===== src/rtl/iag_pkg.sv =====
package iag_pkg;
  localparam int MODE_W = 3;

  typedef enum logic [MODE_W-1:0] {
    IAG_HOLD     = 3'd0,
    IAG_INC      = 3'd1,
    IAG_DEC      = 3'd2,
    IAG_ADD_IX   = 3'd3,
    IAG_SUB_IX   = 3'd4,
    IAG_RVADD_IX = 3'd5,
    IAG_RVSUB_IX = 3'd6,
    IAG_RSVD     = 3'd7
  } iag_mode_e;

  function automatic logic mode_modifies(input iag_mode_e m);
    return !(m == IAG_HOLD || m == IAG_RSVD);
  endfunction
endpackage


===== src/rtl/iag_step.sv =====
module iag_step #(
  parameter int W = 16
) (
  input  iag_pkg::iag_mode_e mode,
  input  logic [W-1:0]       cur,
  input  logic [W-1:0]       idx,
  output logic [W-1:0]       nxt
);
  import iag_pkg::*;

  // carry enters at the MSB and ripples down toward bit 0
  function automatic logic [W-1:0] rc_add(input logic [W-1:0] a, input logic [W-1:0] b);
    logic [W-1:0] s;
    logic c;
    c = 1'b0;
    for (int i = W - 1; i >= 0; i--) begin
      s[i] = a[i] ^ b[i] ^ c;
      c    = (a[i] & b[i]) | (c & (a[i] ^ b[i]));
    end
    return s;
  endfunction

  // borrow enters at the MSB and ripples down toward bit 0
  function automatic logic [W-1:0] rc_sub(input logic [W-1:0] a, input logic [W-1:0] b);
    logic [W-1:0] d;
    logic br;
    br = 1'b0;
    for (int i = W - 1; i >= 0; i--) begin
      d[i] = a[i] ^ b[i] ^ br;
      br   = (~a[i] & b[i]) | (~(a[i] ^ b[i]) & br);
    end
    return d;
  endfunction

  always_comb begin
    unique case (mode)
      IAG_INC:      nxt = cur + W'(1);
      IAG_DEC:      nxt = cur - W'(1);
      IAG_ADD_IX:   nxt = cur + idx;
      IAG_SUB_IX:   nxt = cur - idx;
      IAG_RVADD_IX: nxt = rc_add(cur, idx);
      IAG_RVSUB_IX: nxt = rc_sub(cur, idx);
      default:      nxt = cur;
    endcase
  end
endmodule


===== src/rtl/iag_ptr.sv =====
module iag_ptr #(
  parameter int PTR_W = 3
) (
  input  logic             clk,
  input  logic             rst_n,
  input  logic             ld,
  input  logic [PTR_W-1:0] ld_val,
  output logic [PTR_W-1:0] ptr_q
);
  always_ff @(posedge clk or negedge rst_n) begin
    if (!rst_n)  ptr_q <= '0;
    else if (ld) ptr_q <= ld_val;
  end
endmodule


===== src/rtl/iag_regfile.sv =====
module iag_regfile #(
  parameter int W     = 16,
  parameter int N     = 8,
  localparam int SEL_W = $clog2(N)
) (
  input  logic             clk,
  input  logic             rst_n,
  input  logic             step_en,
  input  logic [SEL_W-1:0] step_sel,
  input  logic [W-1:0]     step_val,
  input  logic             wr_en,
  input  logic [SEL_W-1:0] wr_sel,
  input  logic [W-1:0]     wr_data,
  output logic [N*W-1:0]   flat
);
  for (genvar g = 0; g < N; g++) begin : g_reg
    logic [W-1:0] r_q;
    logic         hit_wr, hit_step;
    assign hit_wr   = wr_en   && (wr_sel   == SEL_W'(g));
    assign hit_step = step_en && (step_sel == SEL_W'(g));
    always_ff @(posedge clk or negedge rst_n) begin
      if (!rst_n)        r_q <= '0;
      else if (hit_wr)   r_q <= wr_data;
      else if (hit_step) r_q <= step_val;
    end
    assign flat[g*W +: W] = r_q;
  end
endmodule


===== src/rtl/ind_addr_gen.sv =====
module ind_addr_gen #(
  parameter int DATA_W = 16,
  parameter int NUM_AR = 8,
  localparam int PTR_W = $clog2(NUM_AR)
) (
  input  logic                     clk,
  input  logic                     rst_n,
  input  logic                     acc_en,
  input  logic [2:0]               acc_mode,
  input  logic                     ptr_ld,
  input  logic [PTR_W-1:0]         ptr_new,
  input  logic                     wr_en,
  input  logic [PTR_W-1:0]         wr_sel,
  input  logic [DATA_W-1:0]        wr_data,
  output logic [DATA_W-1:0]        addr_out,
  output logic [PTR_W-1:0]         ptr_out,
  output logic [NUM_AR*DATA_W-1:0] ar_flat
);
  import iag_pkg::*;

  iag_mode_e         mode;
  logic [PTR_W-1:0]  ptr_q;
  logic [DATA_W-1:0] ar_v [NUM_AR];
  logic [DATA_W-1:0] cur_val, idx_val, nxt_val;
  logic              step_fire;   // a post-modify is applied at this edge
  logic              wr_hit_cur;  // a direct write collides with it

  assign mode = iag_mode_e'(acc_mode);

  for (genvar g = 0; g < NUM_AR; g++) begin : g_view
    assign ar_v[g] = ar_flat[g*DATA_W +: DATA_W];
  end

  assign cur_val    = ar_v[ptr_q];
  assign idx_val    = ar_v[0];
  assign step_fire  = acc_en && mode_modifies(mode);
  assign wr_hit_cur = step_fire && wr_en && (wr_sel == ptr_q);

  iag_step #(.W(DATA_W)) u_step (
    .mode (mode),
    .cur  (cur_val),
    .idx  (idx_val),
    .nxt  (nxt_val)
  );

  iag_ptr #(.PTR_W(PTR_W)) u_ptr (
    .clk    (clk),
    .rst_n  (rst_n),
    .ld     (ptr_ld),
    .ld_val (ptr_new),
    .ptr_q  (ptr_q)
  );

  iag_regfile #(.W(DATA_W), .N(NUM_AR)) u_rf (
    .clk      (clk),
    .rst_n    (rst_n),
    .step_en  (step_fire),
    .step_sel (ptr_q),
    .step_val (nxt_val),
    .wr_en    (wr_en),
    .wr_sel   (wr_sel),
    .wr_data  (wr_data),
    .flat     (ar_flat)
  );

  assign addr_out = cur_val;
  assign ptr_out  = ptr_q;
endmodule


===== config.mk =====
export PLATFORM = sky130hd
export DESIGN_NAME = ind_addr_gen
export DESIGN_NICKNAME = d
export VERILOG_FILES = /design/src/rtl/iag_pkg.sv /design/src/rtl/iag_step.sv /design/src/rtl/iag_ptr.sv /design/src/rtl/iag_regfile.sv /design/src/rtl/ind_addr_gen.sv
export SDC_FILE = /design/constraint.sdc
export NUM_CORES = 1
export LEC_CHECK = 0
export BUFFER_PORTS_ARGS = -buffer_cell sky130_fd_sc_hd__buf_4
export CAP_MARGIN = 30
export CORE_MARGIN = 2
export CORE_UTILIZATION = 49
export CTS_CLUSTER_SIZE = 14
export DETAILED_ROUTE_END_ITERATION = 16
export PLACE_DENSITY = 0.68
export SLEW_MARGIN = 10
export SYNTH_ARGS = -nofsm -noshare
export SYNTH_HDL_FRONTEND = slang
export SYNTH_SLANG_ARGS = --single-unit

===== constraint.sdc =====
create_clock -name clk -period 5.82 [get_ports clk]
set_clock_uncertainty 0.1 [all_clocks]
set_input_delay 1.455 -clock clk [delete_from_list [all_inputs] [get_ports clk]]
set_output_delay 1.455 -clock clk [all_outputs]
set_load 0.005 [all_outputs]

# ---- After elaboration in Yosys (flattened, before gate mapping)
# Index checks and enable logic that the tools add are counted.
# Widths: inputs -> output; s select.
dict set report word_totals {
  mem_count 0
  word_cells 247
  mem_bits_ro 0
  latch_bits 0
  register_bits 131
  in_bits 30
  ram_bits 0
}
dict set report op_classes {
  shifts 0
  n_bitwise 162
  mul 0
  n_reduce_logical 30
  add_sub_neg 4
  n_eq_ne 21
  n_div 0
  n_mux 20
  magnitude_cmp 1
}
# cell count
set op_table {}
lappend op_table {{$mux 16} 18}
lappend op_table {{$pmux 16 s6} 1}
lappend op_table {{$and 1x1->1} 58}
lappend op_table {{$bmux 16 s3} 1}
lappend op_table {{$xor 1x1->1} 46}
lappend op_table {{$eq 3x3->1 const B} 12}
lappend op_table {{$not 1->1} 29}
lappend op_table {{$or 1x1->1} 28}
lappend op_table {{$eq 3x2->1 const B} 6}
lappend op_table {{$logic_and 1x1->1} 17}
lappend op_table {{$add 16x1->16 const B} 1}
lappend op_table {{$add 16x16->16} 1}
lappend op_table {{$reduce_bool 2->1} 8}
lappend op_table {{$sub 16x1->16 const B} 1}
lappend op_table {{$sub 16x16->16} 1}
lappend op_table {{$eq 3x1->1 const B} 3}
lappend op_table {{$logic_not 3->1} 3}
lappend op_table {{$ge 4x4->1 const B} 1}
lappend op_table {{$not 3->4} 1}
lappend op_table {{$logic_not 1->1} 1}
lappend op_table {{$logic_or 1x1->1} 1}

# ---- Depth between registers and ports, before layout
dict set report logic_depth {
  word_depth 38
  mapped_depth 21
}

# ---- Modules after synthesis
# From an unflattened synthesis, not the netlist that was laid out.
dict set report hier_totals {
  cells_unflattened 1056
  hier_area_um2 10156.0
}
# module area_each_um2 cells_per_inst instances seq_area_each_um2
set modules_own_cells {}
lappend modules_own_cells {iag_regfile 6226.0 599 1 3203.1}
lappend modules_own_cells {iag_step 2732.6 391 1 0.0}
lappend modules_own_cells {ind_addr_gen 1088.5 60 1 0.0}
lappend modules_own_cells {iag_ptr 108.9 6 1 75.1}

# ---- Worst setup path after synthesis
# Ideal clock, no wire load.
dict set report synth_path {
  path_kind {input -> register}
  start {input acc_mode[2]}
  end {register u_rf.g_reg[0].r_q[15]}
  t_arrival_ps 5403
  stages 18
  path_slack_ps 193
  n_path_buf 3
  required_time_ps 5596
  setup_time_ps 124
  path_cell_list {clkbuf_1 -> inv_1 -> nand2_1 -> clkbuf_1 -> clkbuf_1 -> o22a_1 -> inv_1 -> ha_1 -> nor2b_1 -> o21ai_0 -> a21boi_0 -> o41a_1 -> a2111oi_0 -> o311a_1 -> o211ai_2 -> o211a_1 -> a311o_2 -> o31a_1}
}
dict set report synth_via {
  elab_chain_len 6
  elab_cells_between_ends 16
  classes_between {eq/ne (7); mux (3); reduce/logical (6)}
}
# element line_no
set synth_lines {}
lappend synth_lines {{start: declaration} ind_addr_gen.sv:9} ;# input logic [2:0] acc_mode,
lappend synth_lines {{parallel branches: the longest is 6 deep, another holds $pmux 16 s6} --}
lappend synth_lines {{end signal: assignment} iag_regfile.sv:23} ;# else if (hit_wr) r_q <= wr_data;
lappend synth_lines {{end signal: assignment} iag_regfile.sv:24} ;# else if (hit_step) r_q <= step_val;
lappend synth_lines {{end: declaration} iag_regfile.sv:17} ;# logic [W-1:0] r_q;
# Several ways; the timed one is not identified. The select of a mux whose other input is x is not followed.
# A chain may end at the register's enable or synchronous reset.

# ---- Worst setup path in the final report
dict set report layout_path {
  start {register u_ptr.ptr_q[1]}
  end {register u_rf.g_reg[0].r_q[15]}
}
dict set report layout_via {
  elab_chain_len 8
  elab_cells_between_ends 15
  classes_between {add/sub (4); mux (6); bitwise (2); reduce/logical (3)}
}
# element line_no
set layout_lines {}
lappend layout_lines {{start: declaration} iag_ptr.sv:8} ;# output logic [PTR_W-1:0] ptr_q
lappend layout_lines {{start signal: assignment} iag_ptr.sv:12} ;# else if (ld) ptr_q <= ld_val;
lappend layout_lines {{$not 3->4 (not written as such)} ind_addr_gen.sv:34} ;# assign cur_val = ar_v[ptr_q];
lappend layout_lines {{$bmux 16 s3} ind_addr_gen.sv:34}
lappend layout_lines {{$mux 16 (not written as such) (2 in a row)} ind_addr_gen.sv:34}
lappend layout_lines {{$sub 16x16->16, or another cell as far along} iag_step.sv:40} ;# IAG_SUB_IX: nxt = cur - idx;
lappend layout_lines {{$pmux 16 s6} iag_step.sv:36} ;# unique case (mode)
lappend layout_lines {{$mux 16} iag_regfile.sv:24}
lappend layout_lines {{$mux 16} iag_regfile.sv:23}
# Several ways; a longest one is shown, not always the timed one. The select of a mux whose other input is x is not followed.

==> flow_results.org <==
** Logic synthesis
- In this run, synthesis produced a sequential element count of 131.
- During synthesis, Yosys emitted a total of 0 warnings.
- Cell type with the largest total area after synthesis :: sky130_fd_sc_hd__dfrtp_1
- In this run the cell area of the synthesized design comes to a little over 10,000 sq um.
- Yosys cell types :: 71
- Count of flip-flops with a built-in enable after synthesis :: 0
- Ranking of synthesized cells by instance count :: sky130_fd_sc_hd__nand2_1 (138), sky130_fd_sc_hd__dfrtp_1 (131), sky130_fd_sc_hd__o21ai_0 (128)
- Syn avg cell area :: between 8 and 9 sq um
- The synthesized design devotes to its leading area cell type roughly a third of total area.
- Sequential cells were found to cover 32.5% of the synthesized design area.
- Largest cells by area after synthesis :: sky130_fd_sc_hd__dfrtp_1 (32%), sky130_fd_sc_hd__mux4_2 (6.9%), sky130_fd_sc_hd__o21ai_0 (6.3%)
- The most used flip-flop cell after synthesis is sky130_fd_sc_hd__dfrtp_1.
- Share of async-settable or async-resettable flops after synthesis :: 100%
- Synthesized netlist cell count :: roughly 1,200
- Library cell with the highest instance count after synthesis :: sky130_fd_sc_hd__nand2_1
- The number of nets in the synthesized netlist is between 1,000 and 1,500.

** Global routing
- After global routing the overflow that remains totals 0.
- Maximum number of pins on one net before global-route repair :: between 50 and 60
- Aggregate global-route resource usage :: around a third
- The first global-routing pass estimated about 58 mm of wire.
- The via count of the first global-routing pass is between 9,000 and 10,000.
- The initial antenna violation count came to 0.

** Cells and area
- For this run, the post-layout net count is roughly 1,400.
- Share of cells above drive strength 1 :: ~23%
- Number of antenna diodes :: 0
- Layout Area Growth over Synthesis :: 23.7%

** Critical path
- Required time of the critical path :: between 6 and 7 ns
- Start-to-end type of the worst setup path :: register to register
- Data arrives at the worst endpoint at 5.44 ns.
- STA classifies the critical path startpoint as a register.
- The worst setup path is captured at a register.
- Register-to-Register Setup Slack :: about 0.59 ns
- Critical-path maximum fanout :: 30

** Hold path
- Worst min path class :: register to register

** Detailed routing
- First-pass iteration count of the detailed router :: 5
- Once detail routing completed, the nets flagged for antenna violations numbered 0.
- Dividing the detail-routed wire length by the instance count gives around 23 um.
- Detailed router's first-iteration violation count :: around 950
- For this run, design rule violations remaining after detail routing come to 0.
- Avg Vias per Cell :: around 6.4
- Via count :: approximately 11,000
- Routed WL :: 38.1 mm

** STA
- Post-route setup slack :: ~0.59 ns
- Final setup fails :: 0
- In the final timing run, aggregate negative setup slack is 0 ns.
- After layout, the worst path uses between 80% and 90% of the clock period.
- At the pin with the least slew margin, the transition time is around 0.97 ns.
- Fmax achieved :: 191 MHz
- Final worst path period need :: between 5 and 6 ns
- Final number of hold-violating endpoints :: 0
- Setup repair after global routing left no endpoint under its margin.
- In this run the tightest slew margin relative to its limit is a little over a third.
- The final count of pins violating max slew came to 0.

** Floorplanning
- Ports placed on the boundary :: 177
- Starting utilization of the core area :: 49.9%
- Core box area :: 20,200 sq um
- The floorplan step set the die width to between 100 and 150 um.
- DIE HEIGHT :: approximately 150 um
- In this run the core area contains 52 standard-cell rows.
- DIE AREA :: 21,800 sq um

** Clock tree
- In this run the post-CTS setup repair buffer count came out at 0.
- The clock reaches the later pin of the worst-skew pair after ~0.43 ns.
- CTS clock-pin slew for the worst setup and hold paths :: roughly 0.06 ns
- Hold repair after CTS inserted 0 buffers.
- The number of gates resized after CTS was 0.
- Clock tree from TritonCTS :: done
- Maximum buffer depth of the clock tree :: 2
- CTS root buffer :: sky130_fd_sc_hd__clkbuf_16
- Maximum level of the CTS H-tree :: 4
- Sink Count :: around 130
- Clock tree synthesis inserted a total of 17 buffers.

** Power and ir drop
- For this design the ratio of total power to cell area is 576 nW/um^2.
- Leakage Power :: around 5.5 nW
- Combinational cell fraction of total power :: 58.4%
- In this run, the clock network consumes between 15 and 20% of the power.
- Summed over all nets, the switching power comes to 3.22 mW.
- Switching share of power :: around 45%
- The internal portion of the total power is 3.97 mW.
- Worst voltage drop across the vdd grid :: 0.270 mV
- Per report_power, the sequential group accounts for between 20 and 30% of the total.

** Place
- Input/output buffers :: between 150 and 200
- Routability-driven placement finished with a final weighted congestion of just under 1.
- DP Worst Slack :: around 0.29 ns
- After legalization and detailed placement, the total HPWL measured ~28 mm.

** Run status
- Status :: finished clean

** Job
- Max Cap Viol :: 0
-- worst paths after layout --
kind	depth (start not counted)	start	to
max	16	u_ptr.ptr_q[1]	u_rf.g_reg[0].r_q[15]
min	2	u_rf.g_reg[3].r_q[4]	u_rf.g_reg[3].r_q[4]
max reg2reg	16	u_ptr.ptr_q[1]	u_rf.g_reg[0].r_q[15]
min reg2reg	2	u_rf.g_reg[3].r_q[4]	u_rf.g_reg[3].r_q[4]
max in group asynchronous	3	rst_n	u_rf.g_reg[0].r_q[11]
min in group asynchronous	1	rst_n	u_rf.g_reg[1].r_q[10]
-- sequential cells by signal, summed over array words and instances (netlist names) --
name         cells
u_rf.g.r_q     128
u_ptr.ptr_q      3
-- through the flow --
| stage | area [sq um] | hold WS [ns] | instances | power, mW | utilization [%] |
|---|---|---|---|---|---|
| after floorplan | 10100 | 0.426 | 1213 | 4.07 | - |
| final | 12500 | 0.453 | 1652 | 7.20 | 61.7 |
| after CTS | 12500 | 0.448 | 1652 | 7.12 | 61.7 |
| after global routing | 12500 | 0.492 | 1652 | 7.60 | 61.7 |
| after global placement | 11800 | 0.435 | 1619 | 5.89 | 58.4 |
| after detailed placement | 11900 | 0.439 | 1620 | 5.93 | 58.6 |
-- routing by layer --
metal	share of wire [%]	global-route usage [%]	up-vias
met5	0	0	-
met4	4.1	15.2	0
met3	9.6	7.10	91
met2	46	54.8	635
met1	40	46.1	5071
li1	-	-	4776
-- cells by family after synthesis --
kind of cell    after synthesis  share of synthesized area (%)
compound gates              361                           22.5
xor+xnor                     23                           2.00
fa+ha+maj                    48                           6.00
buf+inv                     126                           4.76
flops                       131                           32.5
mux                          76                           11.6
simple gates                448                           20.7
-- layout by cell type (no fill, tap or decap), drive strengths merged, types with 8 or more instances in the layout --
cell type	netlist	routed
dfrtp	131	131
o21a	9	9
xnor2	18	18
nand2	138	138
mux4	32	32
inv	36	36
a311oi	10	10
nor3	36	36
a21oi	74	74
nor2	122	122
mux2	9	9
buf	21	227
ha	46	46
o31a	9	9
a221o	9	9
o22ai	18	18
nand3	49	49
or3	30	30
and3	26	26
a31oi	13	13
o21ai	130	130
mux2i	35	35
o211ai	21	21
a211oi	10	10
nor2b	16	16
nand2b	8	8
clkbuf	69	19
a21o	13	13
-- power groups by stage --
stage / logic (mW) / registers, mW / clock network [mW]
2_1_floorplan: 2.44 / 1.63 / 0
4_1_cts: 4.15 / 1.81 / 1.16
6_report: 4.20 / 1.84 / 1.16
5_1_grt: 4.53 / 1.87 / 1.20
3_5_place_dp: 4.11 / 1.82 / 0
3_3_place_gp: 4.07 / 1.82 / 0
-- critical path: stages, from the launching register on --
cell                        delay, ns
sky130_fd_sc_hd__dfrtp_2         0.89
sky130_fd_sc_hd__buf_4           0.37
sky130_fd_sc_hd__mux4_2          0.37
sky130_fd_sc_hd__mux2i_1         0.49
sky130_fd_sc_hd__inv_1           0.17
sky130_fd_sc_hd__ha_1            0.40
sky130_fd_sc_hd__a21oi_1         0.17
sky130_fd_sc_hd__nor2_1          0.05
sky130_fd_sc_hd__o211ai_1        0.16
sky130_fd_sc_hd__nand2_1         0.09
sky130_fd_sc_hd__a2111oi_0       0.39
sky130_fd_sc_hd__buf_4           0.20
sky130_fd_sc_hd__o311a_1         0.17
sky130_fd_sc_hd__o211ai_2        0.13
sky130_fd_sc_hd__o211a_1         0.23
sky130_fd_sc_hd__a311o_2         0.40
sky130_fd_sc_hd__o31a_1          0.32
-- area by class of cell --
type | count | area (sq um)
multi-input cells | 956 | 6350
clock inverters | 13 | 183
inverters | 36 | 135
well taps | 270 | 338
fillers | 1782 | 7750
flip-flops and latches | 131 | 3280
clock buffers | 19 | 453
repair buffers | 227 | 1750
Power figures use the tool's default switching activity.
